==> src/rtl/zs_pkg.sv <==
package zs_pkg;

    localparam int unsigned WORD_W = 32;
    localparam int unsigned WVAL_W = 24;

    typedef enum logic [1:0] {
        OP_RD_Z = 2'd0,
        OP_WR_Z = 2'd1,
        OP_RD_S = 2'd2,
        OP_WR_S = 2'd3
    } zs_op_e;

    typedef enum logic {
        FMT_Z16   = 1'b0,
        FMT_Z24S8 = 1'b1
    } zs_fmt_e;

    typedef enum logic [2:0] {
        ST_IDLE,
        ST_RD_REQ,
        ST_RD_WAIT,
        ST_WR_REQ,
        ST_RESP
    } zs_state_e;

    function automatic logic op_writes(zs_op_e op);
        return op[0];
    endfunction

    function automatic logic op_stencil(zs_op_e op);
        return op[1];
    endfunction

endpackage

==> src/rtl/zs_addr_gen.sv <==
module zs_addr_gen
    import zs_pkg::*;
#(
    parameter int unsigned COORD_W = 12,
    parameter int unsigned PITCH_W = 12,
    parameter int unsigned ADDR_W  = 24
) (
    input  logic [COORD_W-1:0] px,
    input  logic [COORD_W-1:0] py,
    input  logic [COORD_W-1:0] ox,
    input  logic [COORD_W-1:0] oy,
    input  logic [PITCH_W-1:0] pitch,
    input  zs_fmt_e            fmt,
    input  logic               tiled,
    output logic [ADDR_W-2:0]  half_addr
);
    localparam int unsigned HW = ADDR_W - 1;

    logic [COORD_W-1:0] ax, ay;
    logic [HW-1:0]      lin_idx, blk32, blk16;
    logic [HW-1:0]      ha_lin, ha_t32, ha_t16;
    logic [10:0]        low32, low16;

    // origin is folded in before any mapping
    assign ax = px + ox;
    assign ay = py + oy;

    always_comb begin
        lin_idx = HW'(ax) + HW'(ay) * HW'(pitch);
        ha_lin  = (fmt == FMT_Z24S8) ? {lin_idx[HW-2:0], 1'b0} : lin_idx;

        blk32 = HW'(ay[COORD_W-1:4]) * HW'(pitch[PITCH_W-1:4]) + HW'(ax[COORD_W-1:4]);
        blk16 = HW'(ay[COORD_W-1:4]) * HW'(pitch[PITCH_W-1:5]) + HW'(ax[COORD_W-1:5]);

        // halfword-granular fields (byte bit n lands at index n-1)
        low32 = {ax[3] ^ ay[4], ay[3], blk32[1:0], ax[4] ^ ay[2], ay[1:0], ax[2:0], 1'b0};
        low16 = {ax[4] ^ ay[4], ay[3], blk16[1:0], ax[3], ay[2:0], ax[2:0]};

        ha_t32 = ((blk32 >> 2) << 11) | HW'(low32);
        ha_t16 = ((blk16 >> 2) << 11) | HW'(low16);
    end

    always_comb begin
        unique case ({tiled, fmt})
            {1'b0, FMT_Z16},
            {1'b0, FMT_Z24S8}: half_addr = ha_lin;
            {1'b1, FMT_Z24S8}: half_addr = ha_t32;
            default:           half_addr = ha_t16;
        endcase
    end

endmodule

==> src/rtl/zs_lane.sv <==
module zs_lane
    import zs_pkg::*;
(
    input  zs_fmt_e             fmt,
    input  zs_op_e              op,
    input  logic                half_hi,
    input  logic [WORD_W-1:0]   rdata,
    input  logic [WVAL_W-1:0]   wval,
    output logic [WORD_W-1:0]   merged,
    output logic [WORD_W-1:0]   rvalue,
    output logic [3:0]          be
);
    always_comb begin
        unique case (op)
            OP_WR_Z: merged = {rdata[31:24], wval[23:0]};
            OP_WR_S: merged = {wval[7:0], rdata[23:0]};
            default: merged = rdata;
        endcase
    end

    always_comb begin
        if (fmt == FMT_Z16) begin
            rvalue = half_hi ? {16'd0, rdata[31:16]} : {16'd0, rdata[15:0]};
            be     = half_hi ? 4'b1100 : 4'b0011;
        end else begin
            rvalue = op_stencil(op) ? {24'd0, rdata[31:24]} : {8'd0, rdata[23:0]};
            be     = 4'b1111;
        end
    end

endmodule

==> src/rtl/zs_ctrl.sv <==
module zs_ctrl
    import zs_pkg::*;
(
    input  logic    clk,
    input  logic    rst_n,
    input  logic    cmd_valid,
    input  zs_op_e  cmd_op,
    input  zs_fmt_e cmd_fmt,
    input  zs_op_e  op_q,
    input  logic    mem_wait,
    input  logic    mem_rvalid,
    output logic    cmd_ready,
    output logic    mem_rd,
    output logic    mem_wr,
    output logic    rd_valid,
    output logic    load_cmd,
    output logic    load_rsp,
    output logic    load_merge
);
    zs_state_e state_q, state_d;

    always_ff @(posedge clk or negedge rst_n) begin
        if (!rst_n) state_q <= ST_IDLE;
        else        state_q <= state_d;
    end

    always_comb begin
        state_d = state_q;
        unique case (state_q)
            ST_IDLE: begin
                if (cmd_valid) begin
                    if (cmd_fmt == FMT_Z16 && op_stencil(cmd_op))
                        state_d = op_writes(cmd_op) ? ST_IDLE : ST_RESP;
                    else if (cmd_fmt == FMT_Z16 && op_writes(cmd_op))
                        state_d = ST_WR_REQ;
                    else
                        state_d = ST_RD_REQ;
                end
            end
            ST_RD_REQ:  if (!mem_wait) state_d = ST_RD_WAIT;
            ST_RD_WAIT: if (mem_rvalid) state_d = op_writes(op_q) ? ST_WR_REQ : ST_RESP;
            ST_WR_REQ:  if (!mem_wait) state_d = ST_IDLE;
            ST_RESP:    state_d = ST_IDLE;
            default:    state_d = ST_IDLE;
        endcase
    end

    always_comb begin
        cmd_ready  = (state_q == ST_IDLE);
        mem_rd     = (state_q == ST_RD_REQ);
        mem_wr     = (state_q == ST_WR_REQ);
        rd_valid   = (state_q == ST_RESP);
        load_cmd   = (state_q == ST_IDLE) && cmd_valid;
        load_rsp   = (state_q == ST_RD_WAIT) && mem_rvalid && !op_writes(op_q);
        load_merge = (state_q == ST_RD_WAIT) && mem_rvalid && op_writes(op_q);
    end


    rd_hold_chk: assert property (@(posedge clk) disable iff (!rst_n)
        (mem_rd && mem_wait) |=> mem_rd);


    busy_chk: assert property (@(posedge clk) disable iff (!rst_n)
        (mem_rd || mem_wr) |-> !cmd_ready);


    rsp_pulse_chk: assert property (@(posedge clk) disable iff (!rst_n)
        rd_valid |=> !rd_valid);

endmodule

==> src/rtl/zs_access_unit.sv <==
module zs_access_unit
    import zs_pkg::*;
#(
    parameter int unsigned COORD_W = 12,
    parameter int unsigned PITCH_W = 12,
    parameter int unsigned ADDR_W  = 24
) (
    input  logic               clk,
    input  logic               rst_n,
    input  logic               cmd_valid,
    output logic               cmd_ready,
    input  logic [1:0]         cmd_op,
    input  logic [COORD_W-1:0] cmd_x,
    input  logic [COORD_W-1:0] cmd_y,
    input  logic [COORD_W-1:0] org_x,
    input  logic [COORD_W-1:0] org_y,
    input  logic [PITCH_W-1:0] pitch,
    input  logic               fmt_sel,
    input  logic               tiled,
    input  logic [23:0]        wr_data,
    output logic               rd_valid,
    output logic [31:0]        rd_data,
    output logic [ADDR_W-1:0]  mem_addr,
    output logic               mem_rd,
    output logic               mem_wr,
    output logic [3:0]         mem_be,
    output logic [31:0]        mem_wdata,
    input  logic               mem_wait,
    input  logic               mem_rvalid,
    input  logic [31:0]        mem_rdata
);
    localparam int unsigned HW = ADDR_W - 1;

    zs_op_e            op_in, op_q;
    zs_fmt_e           fmt_in, fmt_q;
    logic [HW-1:0]     ha_next, ha_q;
    logic [WVAL_W-1:0] wval_q;
    logic [WORD_W-1:0] word_q, rsp_q, merged, rvalue;
    logic              load_cmd, load_rsp, load_merge;

    assign op_in  = zs_op_e'(cmd_op);
    assign fmt_in = zs_fmt_e'(fmt_sel);

    zs_addr_gen #(
        .COORD_W(COORD_W),
        .PITCH_W(PITCH_W),
        .ADDR_W (ADDR_W)
    ) u_addr (
        .px       (cmd_x),
        .py       (cmd_y),
        .ox       (org_x),
        .oy       (org_y),
        .pitch    (pitch),
        .fmt      (fmt_in),
        .tiled    (tiled),
        .half_addr(ha_next)
    );

    zs_lane u_lane (
        .fmt    (fmt_q),
        .op     (op_q),
        .half_hi(ha_q[0]),
        .rdata  (mem_rdata),
        .wval   (wval_q),
        .merged (merged),
        .rvalue (rvalue),
        .be     (mem_be)
    );

    zs_ctrl u_ctrl (
        .clk       (clk),
        .rst_n     (rst_n),
        .cmd_valid (cmd_valid),
        .cmd_op    (op_in),
        .cmd_fmt   (fmt_in),
        .op_q      (op_q),
        .mem_wait  (mem_wait),
        .mem_rvalid(mem_rvalid),
        .cmd_ready (cmd_ready),
        .mem_rd    (mem_rd),
        .mem_wr    (mem_wr),
        .rd_valid  (rd_valid),
        .load_cmd  (load_cmd),
        .load_rsp  (load_rsp),
        .load_merge(load_merge)
    );

    always_ff @(posedge clk or negedge rst_n) begin
        if (!rst_n) begin
            op_q   <= OP_RD_Z;
            fmt_q  <= FMT_Z16;
            ha_q   <= '0;
            wval_q <= '0;
            word_q <= '0;
            rsp_q  <= '0;
        end else begin
            if (load_cmd) begin
                op_q   <= op_in;
                fmt_q  <= fmt_in;
                ha_q   <= ha_next;
                wval_q <= wr_data;
                word_q <= {wr_data[15:0], wr_data[15:0]};
                rsp_q  <= '0;
            end
            if (load_merge) word_q <= merged;
            if (load_rsp)   rsp_q  <= rvalue;
        end
    end

    assign mem_addr  = {ha_q[HW-1:1], 2'b00};
    assign mem_wdata = word_q;
    assign rd_data   = rsp_q;


    addr_stable_chk: assert property (@(posedge clk) disable iff (!rst_n)
        ((mem_rd || mem_wr) && mem_wait) |=> $stable(mem_addr) && $stable(mem_wdata));


    no_access_chk: assert property (@(posedge clk) disable iff (!rst_n)
        (mem_rd || mem_wr) |-> !(fmt_q == FMT_Z16 && op_stencil(op_q)));


    rmw_order_chk: assert property (@(posedge clk) disable iff (!rst_n)
        ($rose(mem_wr) && fmt_q == FMT_Z24S8) |-> $past(mem_rvalid));

endmodule

==> config.mk <==
export PLATFORM = sky130hd
export DESIGN_NAME = zs_access_unit
export DESIGN_NICKNAME = d
export VERILOG_FILES = /design/src/rtl/zs_pkg.sv /design/src/rtl/zs_addr_gen.sv /design/src/rtl/zs_lane.sv /design/src/rtl/zs_ctrl.sv /design/src/rtl/zs_access_unit.sv
export SDC_FILE = /design/constraint.sdc
export NUM_CORES = 1
export LEC_CHECK = 0
export BUFFER_PORTS_ARGS = -buffer_cell sky130_fd_sc_hd__buf_2
export CAP_MARGIN = 30
export CORE_ASPECT_RATIO = 0.6
export CORE_UTILIZATION = 59
export DETAILED_ROUTE_END_ITERATION = 8
export PLACE_DENSITY = 0.92
export SLEW_MARGIN = 40
export SYNTH_ARGS = -nofsm -noshare
export SYNTH_HDL_FRONTEND = slang
export SYNTH_SLANG_ARGS = --single-unit
==> constraint.sdc <==
create_clock -name clk -period 2.75 [get_ports clk]
set_input_delay 0.6875 -clock clk [delete_from_list [all_inputs] [get_ports clk]]
set_output_delay 0.6875 -clock clk [all_outputs]
set_load 0.1 [all_outputs]
* After elaboration in Yosys (flattened, before gate mapping)
Index checks and enable logic that the tools add are counted.
** Word-level totals
- Register bits :: 117
- Input bits :: 125
- Output and inout port bits :: 96
- Word-level logic and storage cells :: 67
** Cells by class
- $add $sub $neg :: 5
- $mul :: 3
- Equality and inequality tests :: 12
- Muxes and demuxes :: 21
- Bitwise logic cells :: 6
- Reduce and logical (&&, ||, !) cells :: 13
** Operators with widths (number)
- $mux W32 :: 5
- $pmux W32 S2 :: 1
- $or A23 B11 Y23 :: 2
- $pmux W23 S2 :: 1
- $add A12 B12 Y12 :: 2
- $mux W24 :: 1
- $add A12 B23 Y23 :: 1
- $mul A12 B12 Y23 :: 1
- $mux W23 :: 1
- $mux W3 :: 7
- $mux W16 :: 1
- $add A14 B7 Y14 :: 1
- $add A14 B8 Y14 :: 1
- $mul A8 B7 Y14 :: 1
- $mul A8 B8 Y14 :: 1
- $pmux W3 S4 :: 1
- $mux W4 :: 2
- $ne A2 B2 Y1 const B :: 4
- $eq A3 B2 Y1 const B :: 2
- $logic_and A1 B1 Y1 :: 6
- $eq A2 B1 Y1 const B :: 2
- $eq A2 B2 Y1 const B :: 2
- $reduce_and A4 Y1 :: 1
- $reduce_bool A2 Y1 :: 2
- 9 further kinds :: 11

* Depth between registers and ports, before layout
- Depth after elaboration :: 6
- Gate-level depth with buffers :: 29

* Modules after synthesis
A second synthesis with hierarchy kept.
** Unflattened totals
- Cell total of the unflattened synthesis :: 1492
- Area total of the unflattened synthesis :: 14538.9 sq um
** By module, submodules not included
- zs_addr_gen :: times used 1, cells an instance 1034, area each 8861.0 sq um, sequential area each 0.0 sq um
- zs_access_unit :: times used 1, cells an instance 341, area each 4624.4 sq um, sequential area each 2852.7 sq um
- zs_lane :: times used 1, cells an instance 90, area each 809.5 sq um, sequential area each 0.0 sq um
- zs_ctrl :: times used 1, cells an instance 27, area each 244.0 sq um, sequential area each 75.1 sq um

* Worst setup path after synthesis
OpenSTA, ideal clock, no wires.
- Path kind :: input to register
- From :: input cmd_y[0]
- To :: register ha_q[18]
- Library setup time :: 125 ps
- Data arrival time :: 7498 ps
- Path slack :: -4873 ps
- Stages on the path :: 27
- Path buffers :: 1
- Path through :: ha_1 -> fa_1 -> a21o_1 -> a21oi_1 -> o21bai_1 -> a21oi_1 -> o21ai_1 -> a2111oi_0 -> nand3b_1 -> clkbuf_1 -> nand2_1 -> fa_1 -> fa_1 -> inv_1 -> fa_1 -> fa_1 -> inv_1 -> fa_1 -> inv_1 -> ha_1 -> a211o_1 -> a2111oi_2 -> o21ai_1 -> a31oi_1 -> xnor2_1 -> mux4_2 -> mux2_2
** Between the ends
- Word-level cells in the longest chain between the ends :: 5
- Elaborated cells between the ends (all ways) :: 11
** RTL lines
- from (decl) :: line zs_access_unit.sv:14 : input logic [COORD_W-1:0] cmd_y,
- $add A12 B12 Y12 * :: line zs_addr_gen.sv:26 : assign ay = py + oy;
- $mul A12 B12 Y23, or another cell as far along :: line zs_addr_gen.sv:29 : lin_idx = HW'(ax) + HW'(ay) * HW'(pitch);
- $add A12 B23 Y23, or another cell as far along :: line zs_addr_gen.sv:29
- $mux W23, or another cell as far along :: line zs_addr_gen.sv:30 : ha_lin = (fmt == FMT_Z24S8) ? {lin_idx[HW-2:0], 1'b0} : lin_idx;
- $pmux W23 S2 * :: line zs_addr_gen.sv:44 : unique case ({tiled, fmt})
- to (signal assigned) :: line zs_access_unit.sv:100 : ha_q <= ha_next;
- to (decl) :: line zs_access_unit.sv:36 : logic [HW-1:0] ha_next, ha_q;
Mark *: on every way between the ends. The rest lies on a longest branch, timed or not.
A chain may end at the register's enable or synchronous reset.

* Final worst setup path
- From :: input cmd_y[0]
- To :: register ha_q[20]
The elaborated chain is that of the path after synthesis.

==> impl_metrics.env <==
export IMPL_dp_hpwl_um=36580
export IMPL_synth_top_family_by_area="adder cells"
export IMPL_wire_per_inst_um=22.52
export IMPL_finalHoldViolations=0
export IMPL_slowest_delay_ns=0.59
export IMPL_grt_pass1_vias=14860
export IMPL_multiInputGateArea_um2=10760
export IMPL_vias=14251
export IMPL_ys_flop_type="dfrtp_1"
export IMPL_crit_required_ns=2.99
export IMPL_clk_path_buf_depth=2
export IMPL_whs_ns=0.3704
export IMPL_netlist_instances=1550
export IMPL_syn_avg_cell_area_um2=8.972
export IMPL_grt_ovfl_total=0
export IMPL_die_area_um2=24210
export IMPL_placed_area_um2=17240
export IMPL_cp_max_fo=8
export IMPL_post_route_drc_count=0
export IMPL_end_kind="flip-flop"
export IMPL_synth_area_um2=13910
export IMPL_h_tree_depth=3
export IMPL_fp_dieW_um=200.2
export IMPL_clk_latency_ns=0.36
export IMPL_r2r_start="u_ctrl.state_q[1]"
export IMPL_finalMaxSlewViolations=0
export IMPL_max_freq_mhz=131.6
export IMPL_r2r_end="mem_wdata[5]"
export IMPL_status="complete, but fails checks"
export IMPL_gp_congestion=0.9830
export IMPL_nets=2379
export IMPL_violations="negative setup slack"
export IMPL_start_util=0.6011
export IMPL_final_layout_size_suffix_gt1_frac=0.3389
export IMPL_ys_seq_area_frac=0.1961
export IMPL_regArea_um2=2728
export IMPL_antenna_found_initial=3
export IMPL_final_setup_viol_count=22
export IMPL_ant_nets=0
export IMPL_io_buffers=210
export IMPL_slew_headroom=0.5214
export IMPL_synthDistinctLibCells=69
export IMPL_synthAdderAreaFrac=0.3336
export IMPL_async_flop_share=1.000
export IMPL_pin_count=221
export IMPL_dr_pass1_iters=8
export IMPL_synth_edf_count=0
export IMPL_rsz0062_at_grt="true"
export IMPL_finalCritPeriodShare=2.764
export IMPL_routed_wirelength_um=51700
export IMPL_worst_slew_pin_slew_ns=0.7179
export IMPL_ys_warn_count=0
export IMPL_path_class="input port to flip-flop"
export IMPL_final_cell_area_um2=18440
export IMPL_worstPathArrival_ns=7.84
export IMPL_synth_compound_area_frac=0.1211
export IMPL_min_period_ns=7.601
export IMPL_drtIter0Drc=1686
export IMPL_grt_pass1_wl_um=76370
export IMPL_cts_made_buffers=9
export IMPL_hold_class="input port to async pin"
export IMPL_viasPerCell=6.207
export IMPL_synth_xor_area_share=0.03689
export IMPL_cts_num_sinks=109
export IMPL_fin_ws_ns=-4.851
export IMPL_reg2reg_depth=5
export IMPL_grt_max_degree=54
export IMPL_maxCapViolCount=0
export IMPL_synth_simple_area_share=0.1488
export IMPL_grt_use_total=0.4074
export IMPL_crit_path_end="ha_q[20]"
export IMPL_synth_seq_cells=109
export IMPL_fillers=1268
export IMPL_yosys_mux_area_fraction=0.06676
export IMPL_cts_root_buffer="clkbuf_16"
export IMPL_tritoncts="done"
export IMPL_cp_slowest_cell="fa_1"
export IMPL_num_rows=43
export IMPL_start_kind="input port"
export IMPL_die_h_um=120.9
export IMPL_core_area_um2=23130
export IMPL_area_growth_pct=32.63
export IMPL_clkSlewWorstSetupHoldPaths_ns=0.07
export IMPL_finClkSkew_ns=0.01193
export IMPL_startpoint="cmd_y[0]"
export IMPL_rrSetupSlack_ns=0.52
critical path, delay by kind of cell:
kind | cells | cell delay [ns]
XOR/XNOR | 2 | 0.32
adder cells (fa/ha/maj) | 8 | 3.31
AO/OA/AOI/OAI | 10 | 2.43
buffers and inverters | 8 | 0.85
AND/OR/NAND/NOR | 3 | 0.27
cell families (layout without fill, tap and decap cells):
group / count (synthesis) / count (layout)
flops: 109 / 109
fa+ha+maj: 279 / 279
mux: 74 / 74
xor+xnor: 57 / 57
other cells: 1 / 11
simple gates: 447 / 447
compound gates: 248 / 248
buf+inv: 335 / 756
per-layer routing:
metal / wire length, µm / global-route usage
met5: 34 / 0
met2: 22540 / 0.6419
met3: 6697 / 0.1305
met4: 3376 / 0.1788
met1: 19050 / 0.5180
flip-flops by register name, indices dropped and copies added (netlist names):
| register | count |
|---|---|
| ha_q | 23 |
| op_q | 2 |
| rd_data | 24 |
| u_ctrl.state_q | 3 |
| fmt_q | 1 |
| mem_wdata | 32 |
| wval_q | 24 |
stage by stage:
stage,setup WS [ns],setup TNS [ns],instances,utilization
after global routing,-5.003,-87.08,2295,0.7971
after floorplan,-4.292,-72.20,1559,-
after global placement,-4.643,-83.20,2259,0.7451
after detailed placement,-4.851,-86.64,2259,0.7451
after CTS,-4.377,-74.55,2290,0.7873
final,-4.851,-84.17,2296,0.7972
placed cells by master (no fill, tap or decap), types with 7 or more instances in the layout:
cell type,netlist,routed
buf_4,12,249
fa_2,0,10
xnor2_1,40,29
inv_1,254,230
ha_1,126,104
o211ai_1,38,38
conb_1,1,10
a22o_1,25,25
o21ai_1,13,13
nor2b_1,17,16
buf_6,1,23
mux2i_1,53,53
o21a_1,8,8
xor2_1,16,13
nand2_2,0,11
nand3_1,8,7
o21ai_0,35,28
buf_2,0,207
a21oi_2,1,7
mux4_2,14,14
a31oi_1,8,7
nand2_1,250,236
clkbuf_16,0,9
and2_1,90,80
ha_4,0,22
nor2_1,41,39
a21o_1,13,12
and2_4,0,9
dfrtp_1,109,109
inv_2,0,24
a211oi_1,15,10
nor3_1,12,7
o21bai_1,9,7
a21oi_1,51,39
fa_1,153,143
synth_stat cells, drive strengths merged, types with 9 or more instances:
master,count,area [µm²]
o211ai,38,285.3
fa,153,3063
xor2,16,140.1
nor2b,17,106.4
and2,91,569.3
buf,15,108.9
nor2,41,153.9
ha,126,1577
a22o,25,219.0
inv,254,953.4
a21oi,52,264.0
xnor2,40,350.3
o21bai,9,67.56
nand2,250,938.4
nor3,12,60.06
mux4,14,315.3
mux2i,53,530.5
clkbuf,66,277.8
dfrtp,109,2728
o21ai,48,240.2
a211oi,15,112.6
a21o,13,97.59
area by class of cell:
class	count	area share
antenna	1	0.0001357
clock inverter	5	0.003528
inverter	254	0.05170
tap	315	0.02137
sequential	109	0.1479
clock buffer	11	0.01316
multi-input combinational	1115	0.5833
timing repair buffer	486	0.1789
worst min-delay path by stage:
stage               start          to  slack (ns)  depth (start not counted)
2_1_floorplan       rst_n       fmt_q        0.39                          0
3_3_place_gp      ha_q[3]     ha_q[3]        0.46                          2
3_5_place_dp   wval_q[16]  wval_q[16]        0.46                          2
4_1_cts             rst_n  wval_q[15]        0.40                          1
5_1_grt             rst_n  wval_q[15]        0.42                          1
6_report            rst_n  wval_q[15]        0.37                          1
what timing repair did:
| action | CTS | global route |
|---|---|---|
| endpoints found under the setup margin | 22 | 22 |
| hold buffers | 0 | 0 |
| pin swaps | 97 | 35 |
| endpoints found under the hold margin | 0 | 0 |
| resized for setup | 106 | 51 |
| setup buffers | 19 | 8 |
Power is left out: the tool's default activity adds up to more than one toggle a clock period on the data nets, which glitch-free logic cannot reach.
